$ cat config.mk
export PLATFORM = sky130hd
export DESIGN_NAME = irq_aggregator
export DESIGN_NICKNAME = d
export VERILOG_FILES = /design/src/rtl/irq_agg_pkg.sv /design/src/rtl/irq_sync.sv /design/src/rtl/irq_dbuf.sv /design/src/rtl/irq_ser_out.sv /design/src/rtl/irq_cfg_reg.sv /design/src/rtl/irq_aggregator.sv
export SDC_FILE = /design/constraint.sdc
export NUM_CORES = 1
export LEC_CHECK = 0
export BUFFER_PORTS_ARGS = -buffer_cell sky130_fd_sc_hd__buf_4
export CORE_UTILIZATION = 54
export DETAILED_ROUTE_END_ITERATION = 8
export GPL_TIMING_DRIVEN = 1
export PLACE_DENSITY = 0.73
export SYNTH_ARGS = -nofsm -noshare
export SYNTH_HDL_FRONTEND = slang
export SYNTH_SLANG_ARGS = --single-unit
$ cat constraint.sdc
create_clock -name clk -period 1.78 [get_ports clk]
set_input_delay 0.178 -clock clk [delete_from_list [all_inputs] [get_ports clk]]
set_output_delay 0.178 -clock clk [all_outputs]
set_load 0.02 [all_outputs]
$ cat src/rtl/irq_agg_pkg.sv
package irq_agg_pkg;
  typedef enum logic {
    SO_IDLE  = 1'b0,
    SO_SHIFT = 1'b1
  } so_state_e;
endpackage

$ cat src/rtl/irq_sync.sv
module irq_sync #(
  parameter int W = 80
) (
  input  logic         clk,
  input  logic         rst,
  input  logic [W-1:0] raw_i,
  output logic [W-1:0] sync_o
);
  logic [W-1:0] meta_q;
  logic [W-1:0] stab_q;

  always_ff @(posedge clk) begin
    if (rst) begin
      meta_q <= '0;
      stab_q <= '0;
    end else begin
      meta_q <= raw_i;
      stab_q <= meta_q;
    end
  end

  assign sync_o = stab_q;
endmodule

$ cat src/rtl/irq_dbuf.sv
module irq_dbuf #(
  parameter int W = 80
) (
  input  logic         clk,
  input  logic         rst,
  input  logic         swap_i,
  input  logic [W-1:0] din_i,
  output logic         idx_o,
  output logic [W-1:0] rd_vec_o
);
  logic idx_q;

  always_ff @(posedge clk) begin
    if (rst)         idx_q <= 1'b0;
    else if (swap_i) idx_q <= ~idx_q;
  end

  for (genvar g = 0; g < 2; g++) begin : g_bank
    logic [W-1:0] q;
    always_ff @(posedge clk) begin
      if (rst)                 q <= '0;
      else if (idx_q != 1'(g)) q <= din_i;
    end
  end

  assign rd_vec_o = idx_q ? g_bank[1].q : g_bank[0].q;
  assign idx_o    = idx_q;

  p_rdbuf_frozen_r6: assert property (@(posedge clk) disable iff (rst)
    !swap_i |=> $stable(rd_vec_o));
  p_idx_flip_r6: assert property (@(posedge clk) disable iff (rst)
    swap_i |=> (idx_o != $past(idx_o)));
  p_idx_hold_r6: assert property (@(posedge clk) disable iff (rst)
    !swap_i |=> $stable(idx_o));
endmodule

$ cat src/rtl/irq_ser_out.sv
module irq_ser_out
  import irq_agg_pkg::*;
#(
  parameter int W = 80
) (
  input  logic         clk,
  input  logic         rst,
  input  logic         start_i,
  input  logic [W-1:0] load_i,
  output logic         cs_n_o,
  output logic         sck_o,
  output logic         mosi_o,
  output logic         done_o
);
  localparam int CNT_W = $clog2(2 * W);
  localparam logic [CNT_W-1:0] LAST_H = CNT_W'(2 * W - 1);

  so_state_e        state_q;
  logic [CNT_W-1:0] hcnt_q;
  logic [W-1:0]     shreg_q;

  function automatic logic high_phase(input logic [CNT_W-1:0] h);
    return h[0];
  endfunction

  assign done_o = (state_q == SO_SHIFT) && (hcnt_q == LAST_H);

  always_ff @(posedge clk) begin
    if (rst) begin
      state_q <= SO_IDLE;
      hcnt_q  <= '0;
      shreg_q <= '0;
    end else begin
      case (state_q)
        SO_IDLE: begin
          if (start_i) begin
            state_q <= SO_SHIFT;
            hcnt_q  <= '0;
            shreg_q <= load_i;
          end
        end
        default: begin
          if (done_o) state_q <= SO_IDLE;
          else        hcnt_q  <= hcnt_q + CNT_W'(1);
          if (high_phase(hcnt_q)) shreg_q <= {shreg_q[W-2:0], 1'b0};
        end
      endcase
    end
  end

  assign cs_n_o = (state_q == SO_IDLE);
  assign sck_o  = (state_q == SO_SHIFT) && high_phase(hcnt_q);
  assign mosi_o = (state_q == SO_SHIFT) && shreg_q[W-1];

  p_cs_sck_r4: assert property (@(posedge clk) disable iff (rst)
    cs_n_o |-> !sck_o);
  p_mosi_hold_r4: assert property (@(posedge clk) disable iff (rst)
    sck_o |-> $stable(mosi_o));
  p_done_ends_r5: assert property (@(posedge clk) disable iff (rst)
    done_o |=> cs_n_o);
  p_busy_holds_r5: assert property (@(posedge clk) disable iff (rst)
    (!cs_n_o && !done_o) |=> !cs_n_o);
endmodule

$ cat src/rtl/irq_cfg_reg.sv
module irq_cfg_reg #(
  parameter int SEL_W = 7
) (
  input  logic             clk,
  input  logic             rst,
  input  logic             we_i,
  input  logic [SEL_W:0]   wdata_i,
  output logic [SEL_W-1:0] sel_o,
  output logic             tst_o
);
  logic [SEL_W-1:0] sel_q;
  logic             tst_q;

  function automatic logic [SEL_W-1:0] sel_field(input logic [SEL_W:0] d);
    return d[SEL_W-1:0];
  endfunction

  function automatic logic tst_field(input logic [SEL_W:0] d);
    return d[SEL_W];
  endfunction

  always_ff @(posedge clk) begin
    if (rst) begin
      sel_q <= '0;
      tst_q <= 1'b0;
    end else if (we_i) begin
      sel_q <= sel_field(wdata_i);
      tst_q <= tst_field(wdata_i);
    end
  end

  assign sel_o = sel_q;
  assign tst_o = tst_q;

  p_cfg_hold_r8: assert property (@(posedge clk) disable iff (rst)
    !we_i |=> ($stable(sel_o) && $stable(tst_o)));
  p_cfg_load_r8: assert property (@(posedge clk) disable iff (rst)
    we_i |=> (sel_o == $past(wdata_i[SEL_W-1:0])));
endmodule

$ cat src/rtl/irq_aggregator.sv
module irq_aggregator
  import irq_agg_pkg::*;
#(
  parameter int N_IRQ = 80,
  parameter int SEL_W = $clog2(N_IRQ + 1)
) (
  input  logic             clk,
  input  logic             rst,
  input  logic [N_IRQ-2:0] irq_in,
  input  logic             cfg_we,
  input  logic [SEL_W:0]   cfg_wdata,
  input  logic             rd_start,
  output logic             irq_spi_cs_n,
  output logic             irq_spi_sck,
  output logic             irq_spi_mosi,
  output logic             irq_buf_idx,
  output logic             wake_o
);
  localparam logic [SEL_W-1:0] LAST_SEL = SEL_W'(N_IRQ - 1);

  logic [SEL_W-1:0] sel_w;
  logic             tst_w;
  logic [N_IRQ-1:0] raw_vec_w;
  logic [N_IRQ-1:0] sync_vec_w;
  logic [N_IRQ-1:0] frozen_vec_w;
  logic             frame_done_w;
  logic             wake_q;

  function automatic logic pick_line(input logic [N_IRQ-1:0] v,
                                     input logic [SEL_W-1:0] s);
    if (s <= LAST_SEL) return v[s];
    return 1'b0;
  endfunction

  assign raw_vec_w = {tst_w, irq_in};

  irq_cfg_reg #(.SEL_W(SEL_W)) u_cfg (
    .clk(clk), .rst(rst), .we_i(cfg_we), .wdata_i(cfg_wdata),
    .sel_o(sel_w), .tst_o(tst_w)
  );

  irq_sync #(.W(N_IRQ)) u_sync (
    .clk(clk), .rst(rst), .raw_i(raw_vec_w), .sync_o(sync_vec_w)
  );

  irq_dbuf #(.W(N_IRQ)) u_dbuf (
    .clk(clk), .rst(rst), .swap_i(frame_done_w), .din_i(sync_vec_w),
    .idx_o(irq_buf_idx), .rd_vec_o(frozen_vec_w)
  );

  irq_ser_out #(.W(N_IRQ)) u_ser (
    .clk(clk), .rst(rst), .start_i(rd_start), .load_i(frozen_vec_w),
    .cs_n_o(irq_spi_cs_n), .sck_o(irq_spi_sck), .mosi_o(irq_spi_mosi),
    .done_o(frame_done_w)
  );

  always_ff @(posedge clk) begin
    if (rst) wake_q <= 1'b0;
    else     wake_q <= pick_line(sync_vec_w, sel_w);
  end

  assign wake_o = wake_q;

  p_wake_off_r7: assert property (@(posedge clk) disable iff (rst)
    (sel_w > LAST_SEL) |=> !wake_o);
  p_test_wake_r9: assert property (@(posedge clk) disable iff (rst)
    ((sel_w == LAST_SEL) && $stable(sel_w) && sync_vec_w[N_IRQ-1]) |=> wake_o);
endmodule

; ---- Word level (Yosys, flattened, before mapping)
; Cells that the tools add are included.
[totals]
reg_bits = 419
out_inout_bits = 5
elab_cells = 42
[classes]
add_sub_neg = 1
magnitude_cmp = 2
eq_ne = 3
n_mux = 15
bitwise_logic = 3
n_reduce_logical = 7
[ops]
columns = op, n
row1 = 80-bit 2-to-1 mux, 4
row2 = 8-bit 2-to-1 mux, 3
row3 = 8-bit by 1-bit adder with 8-bit output (second input constant), 1
row4 = 8-bit == test (second input constant), 1
row5 = 7-bit by 8-bit less-than comparator with 1-bit output (second input constant), 1
row6 = 1-bit binary-select mux with 7-bit select, 1
row7 = 7-bit <= comparator (second input constant), 1
row8 = 1-bit 2-to-1 mux, 7
row9 = 2-bit != test (second input constant), 2
row10 = 2-bit AND reduction, 2
row11 = 1-bit logical AND, 3
row12 = 1-bit inverter, 3
row13 = 2-bit nonzero test, 1
row14 = 2-bit OR reduction, 1

; ---- Logic depth before layout (Yosys ltp)
[logic_depth]
depth_word = 5
ltp_mapped = 8

; ---- Modules after synthesis
; Synthesis repeated with hierarchy kept, for this count alone.
[unflattened]
cells_unflattened = 1602
area_unflattened_um2 = 15877.7
[modules_own_cells]
columns = module, instances, cells_per_inst, area_each_um2, seq_area_each_um2
row1 = irq_dbuf, 1, 776, 6192.2, 3223.1
row2 = irq_ser_out, 1, 413, 4357.9, 1781.7
row3 = irq_sync, 1, 337, 4306.6, 3203.1
row4 = irq_aggregator, 1, 50, 735.7, 20.0
row5 = irq_cfg_reg, 1, 26, 285.3, 160.2

; ---- Worst setup path before layout
; No wires, ideal clock.
[synth_path]
path_type = flip-flop to flip-flop
from = register u_ser.hcnt_q[0]
to = register u_ser.hcnt_q[7]
setup_ps = 71
t_arrival_ps = 1619
required_ps = 1709
setup_slack_ps = 91
path_stages_with_launch = 7
path_buffers = 0
cell_sequence = dfxtp_1 ha_1 nand3_1 o21ai_2 or3_4 or3_1 a21oi_1
[synth_via]
elab_chain_len = 4
word_cells_on_any_way = 7
[synth_rtl]
columns = item, line
row1 = start: declaration, irq_ser_out.sv:19  ; logic [CNT_W-1:0] hcnt_q;
row2 = start signal: assignment, irq_ser_out.sv:44  ; else hcnt_q <= hcnt_q + CNT_W'(1);
row3 = branches (longest 4 deep; another with 8-bit by 1-bit adder with 8-bit output), n/a
; Parallel ways; which one is timed is not known. The select of a mux whose other input is x is not followed.
; A chain may end at the register's enable or synchronous reset.

; ---- Final worst setup path
[layout_path]
from = register u_cfg.sel_q[0] (netlist: u_cfg.sel_o[0])
to = register wake_q (netlist: wake_o)
[layout_via]
elab_chain_len = 5
word_cells_on_any_way = 8
[layout_rtl]
columns = item, line
row1 = start: declaration, irq_cfg_reg.sv:11  ; logic [SEL_W-1:0] sel_q;
row2 = start signal: assignment, irq_cfg_reg.sv:27  ; sel_q <= sel_field(wdata_i);
row3 = 7-bit <= comparator, irq_aggregator.sv:31  ; if (s <= LAST_SEL) return v[s];
row4 = 1-bit 2-to-1 mux, irq_aggregator.sv:31
row5 = 1-bit 2-to-1 mux, irq_aggregator.sv:58  ; if (rst) wake_q <= 1'b0;
row6 = 1-bit inverter (no line), n/a
row7 = 2-bit OR reduction (no line), n/a
row8 = end signal: assignment, irq_aggregator.sv:59  ; else wake_q <= pick_line(sync_vec_w, sel_w);
row9 = end: declaration, irq_aggregator.sv:27  ; logic wake_q;
; Several ways; a longest one is shown, not always the timed one. The select of a mux whose other input is x is not followed.

==> summary.md <==
| Metric | Value |
|---|---|
| Clock tree skew after final layout | `around 14 ps` |
| Number of DRC markers in iteration 0 | `roughly 800` |
| Dpl hpwl | `19770 um` |
| Mapped Cells | `about 1600` |
| Synthesis-to-finish area growth | `24.77%` |
| GR Overflow Total | `0` |
| Area occupied by registers | `roughly 8400 um^2` |
| Root Buffer | `clkbuf_16` |
| Max-slew headroom | `0.5876` |
| I/O pin count | `96` |
| Cell repeated most along the worst path | `mux2i_1` |
| Die Outline Area | `roughly 29000 um^2` |
| Worst Path Buf+Inv | `1` |
| Kind of launch point of the worst setup path | `register` |
| Syn_area_per_cell | `just under 10 um^2` |
| GR Layer Usage met1 | `0.2967` |
| Netlist area before placement | `15300 um^2` |
| Share of the yosys chip area belonging to registers | `0.5483` |
| Outcome | `finished, violations left` |
| Final worst-path setup slack | `-33.31 ps` |
| Slowest stage cell, crit path | `mux4_2` |
| Worst hold margin | `47.11 ps` |
| Htree depth | `2` |
| CP arrival | `roughly 2200 ps` |
| Kind of end point of the critical path | `register` |
| Synth Warn # | `0` |
| Worst path max stage delay | `approximately 500 ps` |
| Cell family contributing the most delay on the critical path | `multiplexers` |
| # DRC | `0` |
| Height of the die | `about 170 um` |
| Type of the worst min-delay path | `in2reg` |
| Most used routing layer in global routing | `met2` |
| Routed via count | `around 11000` |
| Most frequent standard cell in the layout excluding fill and tap cells | `dfxtp_1` |
| Global router's overall resource usage | `0.2309` |
| Vias per cell | `around 5.3` |
| Number of antenna repair diodes | `0` |
| FP Rows | `61` |
| Clock latency on the worst-skew pair | `between 500 and 600 ps` |
| CTS Buffer Depth | `3` |
| Number of enable-type register cells in the synthesized netlist | `0` |
| Static leakage | `between 7 and 8 nW` |
| Number of nets in the layout | `~1800` |
| CTS clk-pin slew, worst paths | `~60 ps` |
| Highest Clock Rate | `~0.55 GHz` |
| Footprint of the multi-input gates | `between 6000 and 7000 um^2` |
| Worst Path Max Fanout | `6` |
| Final-report setup violation count | `1` |
| Final period utilization | `1.019` |
| Final TNS setup | `-33.31 ps` |
| Violations in the final reports | `setup timing` |
| Max rail drop VDD | `just over 0.9 mV` |
| Prevailing post-synth register cell | `dfxtp_1` |
| Final WL | `~34000 um` |
| Global Route met2 Usage | `0.3979` |
| Pwr Density | `approximately 1100 nW/um^2` |
| Number of flip-flops and latches in the synthesized netlist | `419` |
| Global-route wire length before repair | `approximately 54000 um` |
| Core outline area | `between 20000 and 30000 um^2` |
| Number of antenna violations at the first check in global routing | `0` |
| Tmin final | `1813 ps` |
| Fraction of synthesis flops using an asynchronous set or reset pin | `0` |
| Final max-slew violation count | `0` |
| Initial standard-cell utilization of the core | `0.5491` |
| Final weighted congestion in routability-driven placement | `0.8170` |
| Largest net degree at the start of global routing | `86` |
| Transition time of the tightest slew-check pin | `618.7 ps` |
| Net Count, Synth | `roughly 1700` |
| Remaining number of nets flagged by the antenna check after routing | `0` |
| GRT met3 Usage | `0.03512` |
| Required time worst endpoint | `about 2200 ps` |
| Vias in the first global route | `10970` |
| CTS sink count | `about 420` |
| Number of max-cap violations | `0` |
| Cell breakdown of the critical path | `buf_12 > mux4_2 > mux2i_1 > mux2i_1 > o311ai_2 > o21ai_1` |
| FILL cells | `around 2100` |
| Layout cells sized above 1 | `0.1434` |
| Worst slack at placement | `-94.57 ps` |
| Detailed-routing iteration count for the pre-antenna-repair pass | `8` |
| Number of input and output port buffers inserted | `95` |
| Final Hold Fails | `0` |
| Startpoint-to-endpoint class of the critical path | `reg2reg` |
| Die span in x | `about 170 um` |
| RSZ-0062 raised after global routing | `true` |
| Commonest cells after routing, fill and taps aside | `dfxtp_1 (416), a21oi_1 (254), nor2_1 (176), mux2i_1 (171), nor2b_1 (160)` |
| Number of buffers inserted during clock tree synthesis | `42` |
| WL/cell | `between 15 and 20 um` |
| Number of different library cells in the post-synthesis netlist | `37` |
| CTS tree | `yes` |
-- cell type report --
| cell class | count | share of cell area |
|---|---|---|
| multi-input cells | 1028 | 0.3373 |
| well taps | 378 | 0.02478 |
| repair buffers | 239 | 0.1234 |
| clock buffers | 64 | 0.06851 |
| flip-flops and latches | 419 | 0.4400 |
| inverters | 4 | 0.0007867 |
| clock inverters | 10 | 0.005245 |
-- metal layers --
metal	routed length, um	share of wire	vias to the layer above
met5	0	0	-
met4	651	0.019	0
met3	1304	0.038	52
met2	16800	0.49	234
met1	15320	0.45	5475
li1	-	-	5613
-- worst reg2reg max path: stages, from the launching register on --
cell and delay, ps:
dfxtp_4 380, buf_12 140, mux4_2 510, mux2i_1 200, mux2i_1 120, o311ai_2 270, o21ai_1 90
-- path summary, 6_finish.rpt --
| path | start | to | slack (ps) | cells after the start |
|---|---|---|---|---|
| worst max-delay path | u_cfg.sel_o[0] | wake_o | -30 | 6 |
| worst min-delay path | cfg_we | u_cfg.sel_o[5] | 50 | 3 |
| worst min register to register | u_sync.meta_q[67] | u_sync.sync_o[67] | 430 | 1 |
| worst max register to register | u_cfg.sel_o[0] | wake_o | -30 | 6 |
-- stage by stage --
stage,area [um^2],power (mW),util,std cells
after floorplan,15300,10.84,-,1568
after detailed placement,16650,11.39,0.5975,1974
after global placement,16650,11.36,0.5975,1974
after global routing,19090,20.98,0.6851,2142
final,19090,20.26,0.6851,2142
after CTS,19000,20.35,0.6820,2138
-- cell usage after synthesis (2+ instances only) --
master,count,area share
clkbuf_1,78,0.019
buf_2,29,0.0095
nand2b_1,45,0.018
dfxtp_1,419,0.55
xor2_1,2,0.0011
a211oi_1,3,0.0015
nor2_1,177,0.043
a21oi_1,254,0.083
mux4_2,20,0.029
mux2i_1,172,0.11
nor2b_1,161,0.066
buf_4,4,0.0020
inv_1,2,0.00049
nand3_1,6,0.0020
o211ai_1,38,0.019
nor3_1,6,0.0020
buf_1,6,0.0015
nand2_1,127,0.031
-- flip-flops by register name, summed over array words and instances, names as in the netlist --
| register | cells |
|---|---|
| u_dbuf.g_bank.q | 160 |
| u_ser.shreg_q | 80 |
| u_sync.meta_q | 80 |
| u_sync.sync_o | 80 |
| u_ser.hcnt_q | 8 |
| u_cfg.sel_o | 7 |
| u_cfg.tst_o | 1 |
| u_dbuf.idx_o | 1 |
| u_ser.state_q | 1 |
| wake_o | 1 |
-- power breakdown --
part	switching (mW)	internal (mW)
Clock	3.50	5.34
Combinational	0.778	0.746
Sequential	0.195	9.71
Total	4.47	15.8
-- kinds of logic after synthesis --
kind of cell,after synthesis,synth area share
DFF,419,0.5483
xor gates and xnor gates,3,0.001718
AOI/OAI and AO/OA,302,0.1065
adders and majority gates,1,0.0008178
muxes,193,0.1427
buffers and inverters,121,0.03304
and+or+nand+nor,529,0.1669
-- timing repair --
| action | 4_1_cts | 5_1_grt |
|---|---|---|
| buffers inserted | 2 | 2 |
| resized for setup | 9 | 5 |
| gates cloned | 1 | 2 |
| setup endpoints to repair | 3 | 4 |
| hold buffers | 87 | 0 |
| endpoints found under the hold margin | 87 | 0 |
(Power assumes the default switching activity.)
